<file path="src/rtl/pid_incr.sv">
module pid_incr #(
  parameter int ADC_W  = 10,
  parameter int COEF_W = 16,
  parameter int FRAC_W = 12,
  parameter int DUTY_W = 9
) (
  input  logic                     clk,
  input  logic                     rst,
  input  logic                     sample_stb,
  input  logic [ADC_W-1:0]         adc_code,
  input  logic [ADC_W-1:0]         ref_code,
  input  logic signed [COEF_W-1:0] coef_a,
  input  logic signed [COEF_W-1:0] coef_b,
  input  logic signed [COEF_W-1:0] coef_c,
  output logic [DUTY_W-1:0]        duty_cmd,
  output logic                     duty_vld
);
  localparam int ERR_W = ADC_W + 1;
  localparam int ACC_W = COEF_W + ERR_W + 3;
  localparam int PAD_W = ACC_W - DUTY_W - FRAC_W;

  logic signed [ERR_W-1:0] err_now, err_d1, err_d2;
  logic signed [ACC_W-1:0] p_a, p_b, p_c, u_ext, acc, acc_int;
  logic [DUTY_W-1:0]       u_prev, u_next;
  logic                    neg, over;

  assign err_now = $signed({1'b0, ref_code}) - $signed({1'b0, adc_code});

  assign p_a = ACC_W'(coef_a) * ACC_W'(err_now);
  assign p_b = ACC_W'(coef_b) * ACC_W'(err_d1);
  assign p_c = ACC_W'(coef_c) * ACC_W'(err_d2);

  assign u_ext   = $signed({{PAD_W{1'b0}}, u_prev, {FRAC_W{1'b0}}});
  assign acc     = u_ext + p_a + p_b + p_c;
  assign acc_int = acc >>> FRAC_W;

  assign neg  = acc_int[ACC_W-1];
  assign over = |acc_int[ACC_W-2:DUTY_W];

  always_comb begin
    if (neg)       u_next = '0;
    else if (over) u_next = '1;
    else           u_next = acc_int[DUTY_W-1:0];
  end

  always_ff @(posedge clk) begin
    if (rst) begin
      u_prev   <= '0;
      err_d1   <= '0;
      err_d2   <= '0;
      duty_cmd <= '0;
      duty_vld <= 1'b0;
    end else begin
      duty_vld <= sample_stb;
      if (sample_stb) begin
        duty_cmd <= u_prev;
        u_prev   <= u_next;
        err_d1   <= err_now;
        err_d2   <= err_d1;
      end
    end
  end
endmodule

</file>
<file path="config.mk">
export PLATFORM = sky130hd
export DESIGN_NAME = pid_incr
export DESIGN_NICKNAME = d
export VERILOG_FILES = /design/src/rtl/pid_incr.sv
export SDC_FILE = /design/constraint.sdc
export NUM_CORES = 2
export LEC_CHECK = 0
export ABC_AREA = 1
export ABC_CLOCK_PERIOD_IN_PS = 24900
export BUFFER_PORTS_ARGS = -buffer_cell sky130_fd_sc_hd__buf_2
export CAP_MARGIN = 10
export CORE_MARGIN = 2
export CORE_UTILIZATION = 60
export DETAILED_ROUTE_END_ITERATION = 12
export MAX_ROUTING_LAYER = met4
export PLACE_DENSITY = 0.78
export SKIP_LAST_GASP = 1
export SYNTH_ARGS = -nofsm -noshare
export SYNTH_HDL_FRONTEND = slang
export SYNTH_SLANG_ARGS = --single-unit
</file>
<file path="constraint.sdc">
create_clock -name clk -period 24.9 [get_ports clk]
set_input_delay 1.245 -clock clk [delete_from_list [all_inputs] [get_ports clk]]
set_output_delay 1.245 -clock clk [all_outputs]
set_load 0.1 [all_outputs]
</file>
=== Word-level counts from Yosys, hierarchy flattened ===
Index checks and enable logic that the tools add are counted.

* Reductions and logical operators: 1
* Multiplexer cells: 2
* Add/subtract/negate cells: 4
* Multiply operators: 3

{| class="wikitable"
|+ Operator list
! operator !! count
|-
| multiplier 16 x 11 -> 27 bit || 3
|-
| adder 29 x 27 -> 30 bit || 1
|-
| adder 28 x 27 -> 29 bit || 1
|-
| adder 22 x 27 -> 28 bit || 1
|-
| two-way mux 9 bit || 2
|-
| subtractor 10 x 10 -> 11 bit || 1
|-
| OR reduction 9 bit || 1
|}

* Register bits: 41

=== Longest topological paths before layout ===
* Depth in word-level cells: 8
* Mapped depth: 49
* Gate-level depth less buffers: 48

=== Worst setup path before layout ===
OpenSTA, ideal clock, no wires.

* Kind: input -> register
* From: input port ref_code[0]
* To: register u_prev[0]
* Setup slack: 16.229 ns
* Arrival: 8.539 ns
* Setup time: 0.132 ns
* Path buffers: 1
* Required time: 24.768 ns
* Cell stages on the path: 45
* Path through: inv_1 > ha_1 > inv_1 > fa_1 > nand3_1 > nand2_1 > nand2_1 > nand2_1 > nand2_1 > nand2_1 > nand2_1 > nand2_1 > a21oi_2 > or2_4 > nand2_2 > a21oi_4 > inv_2 > buf_6 > [9 not listed] > inv_1 > fa_1 > inv_1 > fa_1 > ha_1 > nand2_1 > nor2_1 > nand2_1 > nor2_1 > nand2_1 > nand3_1 > a21oi_1 > nand2_1 > nand2_2 > nor2_4 > nand4_1 > nand2_1 > a21oi_1

* Cells in the longest elaborated chain, start to end: 8

{| class="wikitable"
|+ RTL lines
! element !! line !! source
|-
| start: declaration || 11 || <nowiki>input logic [ADC_W-1:0] ref_code,</nowiki>
|-
| subtractor 10 x 10 -> 11 bit * || 27 || <nowiki>assign err_now = $signed({1'b0, ref_code}) - $signed({1'b0, adc_code});</nowiki>
|-
| multiplier 16 x 11 -> 27 bit * || 29 || <nowiki>assign p_a = ACC_W'(coef_a) * ACC_W'(err_now);</nowiki>
|-
| adder 22 x 27 -> 28 bit * || 34 || <nowiki>assign acc = u_ext + p_a + p_b + p_c;</nowiki>
|-
| adder 28 x 27 -> 29 bit * || 34 ||
|-
| adder 29 x 27 -> 30 bit * || 34 ||
|-
| OR reduction 9 bit || 38 || <nowiki>assign over = |acc_int[ACC_W-2:DUTY_W];</nowiki>
|-
| two-way mux 9 bit || 42 || <nowiki>else if (over) u_next = '1;</nowiki>
|-
| two-way mux 9 bit * || 41 || <nowiki>if (neg) u_next = '0;</nowiki>
|-
| end signal: assignment || 57 || <nowiki>u_prev <= u_next;</nowiki>
|-
| end: declaration || 24 || <nowiki>logic [DUTY_W-1:0] u_prev, u_next;</nowiki>
|}

Mark *: on every way between the ends. The rest lies on a longest branch, timed or not.
A chain may end at the register's enable or synchronous reset.

=== Worst setup path after layout ===
* From: input port adc_code[2]
* To: register u_prev[1]

* Cells in the longest elaborated chain, start to end: 8

{| class="wikitable"
|+ RTL lines
! element !! line !! source
|-
| start: declaration || 10 || <nowiki>input logic [ADC_W-1:0] adc_code,</nowiki>
|-
| subtractor 10 x 10 -> 11 bit * || 27 ||
|-
| multiplier 16 x 11 -> 27 bit * || 29 ||
|-
| adder 22 x 27 -> 28 bit * || 34 ||
|-
| adder 28 x 27 -> 29 bit * || 34 ||
|-
| adder 29 x 27 -> 30 bit * || 34 ||
|-
| OR reduction 9 bit || 38 ||
|-
| two-way mux 9 bit || 42 ||
|-
| two-way mux 9 bit * || 41 ||
|}

Marks and branches as above.

==> summary.txt <==
outcome: completed
worst setup path class: input pin to register
Commonest cells post-synth: inv_1, fa_1, nand2_1
Yosys top cell area share: 54.9%
Avg Cell Area, Syn: 8.39 µm²
CTS tree: done
CTS Root Cell: clkbuf_16
Worst path slowest cell: fa_1
Setup crit end kind: register
max frequency: 103 MHz
setup bufs post-CTS: 0
layout net count: 3469
ys async rst share: 0%
final hold viol count: 0
most frequent cell after synthesis: inv_1
count of input and output buffers: 80
EDFF count, synth: 0
layout cells sized above 1: 5.54%
Clock Pin Slew Worst Setup and Hold Paths: 0.07 ns
RSZ-0062 raised after global routing: false
Worst setup SP type: input pin
clock latency on the worst-skew pair: 0.30 ns
IO Pins: 81
Critical Path Max Stage Delay: 0.59 ns
# DRC: 0
WL final: 59000 µm
number of vias after detailed routing: 16900
post-route insts no fill: 3127
Synth warnings: 0
CTS-repair resized insts: 0
post-route cell area: 0.0232 mm²
vias per cell: 5.40
leading area contributor after synthesis: fa_1
Area growth syn-to-layout: 3.53%
Slew HR: 17.3%
Final HPWL DP: 51400 µm
vias in the first global route: 18800
Synth area leaders: fa_1, inv_1, nand2_1
Post-Syn Instances: 2666
dominant synthesized flop cell: dfxtp_1
die area: 0.0388 mm²
Max Slew Vio Count: 0
Seq cells post-synth: 41
# clock sinks: 41
Final Skew: 0.00741 ns
pin count of the biggest net entering global routing: 44
most frequent CP cell: nand2_1
Netlist Area Pre-Place: 0.0224 mm²
hold buffers post-CTS: 0
Std-Cell Rows: 70
GP Congestion: 0.934
fill count: 3103
Die Y: 197 µm
routed len/inst: 18.9 µm
Req. time, crit path: 25.08 ns
Syn Nets: 3481
post-synthesis sequential area ratio: 3.67%
Initial Util: 61.0%
antenna-violating nets left: 0
utilization after layout: 63.1%
core footprint: 0.0367 mm²
worst-path fanout max: 9
period utilization: 39.0%
Die Width: 197 µm
DRT Pass-1 Iters: 5
first-pass GRT wire length: 97600 µm
setup TNS: 0 ns
GRT overflow: 0
TritonCTS Buffers: 5
Worst Tran Pin Value: 1.24 ns
# Max-Cap Violations: 0
Initial DRC Count: 1165
DP Cell Count: 3115
initial antenna violation count: 4
synth unique cells: 41
H-Tree Depth: 2
Total Routing Usage GR: 33.9%
worst-case clock buffer depth: 2
final setup fails: 0
arrival time at the worst endpoint: 9.91 ns
Worst Hold Class: register to register
minimum clock period: 9.72 ns
area post-placement: 0.0230 mm²
==> worst max-delay path: cells and delay by family <==
family,cells,cell delay (ns)
compound gates,2,0.31
fa+ha+maj,10,4.87
buf+inv,7,0.82
simple gates,18,2.66
==> metal layers <==
layer	wire length, µm	GRT usage [%]
met5	0	-
met4	3020	14.6
met3	4840	5.02
met2	28900	55.1
met1	22200	42.8
==> cells by family after synthesis <==
group,after synthesis,synth area share [%]
AO/OA/AOI/OAI,103,2.59
XOR/XNOR,26,1.02
adder cells (fa/ha/maj),744,62.2
buffers and inverters,890,15.0
flip-flops,41,3.67
AND/OR/NAND/NOR,862,15.5
==> sequential cells by signal, indices dropped and copies added (netlist names) <==
name and cells:
duty_vld 1, duty_cmd 9, u_prev 9, err_d2 11, err_d1 11
==> through the flow <==
stage | hold slack [ns] | setup WS (ns)
2_1_floorplan | 0.463 | 16.23
3_3_place_gp | 0.472 | 14.97
3_5_place_dp | 0.481 | 15.01
4_1_cts | 0.501 | 15.28
6_report | 0.495 | 15.18
5_1_grt | 0.530 | 14.65
==> cell type report <==
| type | count | area [µm²] | area share [%] |
|---|---|---|---|
| sequential | 41 | 821 | 3.54 |
| tap | 468 | 586 | 2.53 |
| clock inverter | 2 | 38.8 | 0.167 |
| multi-input combinational | 1735 | 18200 | 78.5 |
| antenna | 4 | 10.0 | 0.0432 |
| clock buffer | 6 | 129 | 0.556 |
| inverter | 786 | 2950 | 12.7 |
| timing repair buffer | 85 | 438 | 1.89 |
==> path summary, 6_finish.rpt <==
path                                   from           to  slack, ns  cells past startpoint
worst min register to register  duty_cmd[1]  duty_cmd[1]       0.49                      2
worst max-delay path            adc_code[2]    u_prev[1]      15.18                     37
worst max register to register    err_d1[0]    u_prev[1]      16.72                     27
worst min-delay path            duty_cmd[1]  duty_cmd[1]       0.49                      2
==> cell usage in the layout (no fill, tap or decap), types with 3 or more instances in the layout <==
cell type  count
nor2_4         4
xnor2_1       13
or2_2         18
xor2_1        13
fa_1         613
a21oi_1       46
nor2_2        12
nand4_1       11
ha_1         131
diode_2        4
inv_1        782
nand3_1       27
dfxtp_1       41
clkbuf_16      5
nand2_2       13
o21ai_0       35
nand2_1      607
o21bai_1       7
a31oi_1        3
buf_4          5
buf_2         80
nor3_1         8
nor2_1       154
Power is left out: the tool's default activity adds up to more than one toggle a clock period on the data nets, which glitch-free logic cannot reach.
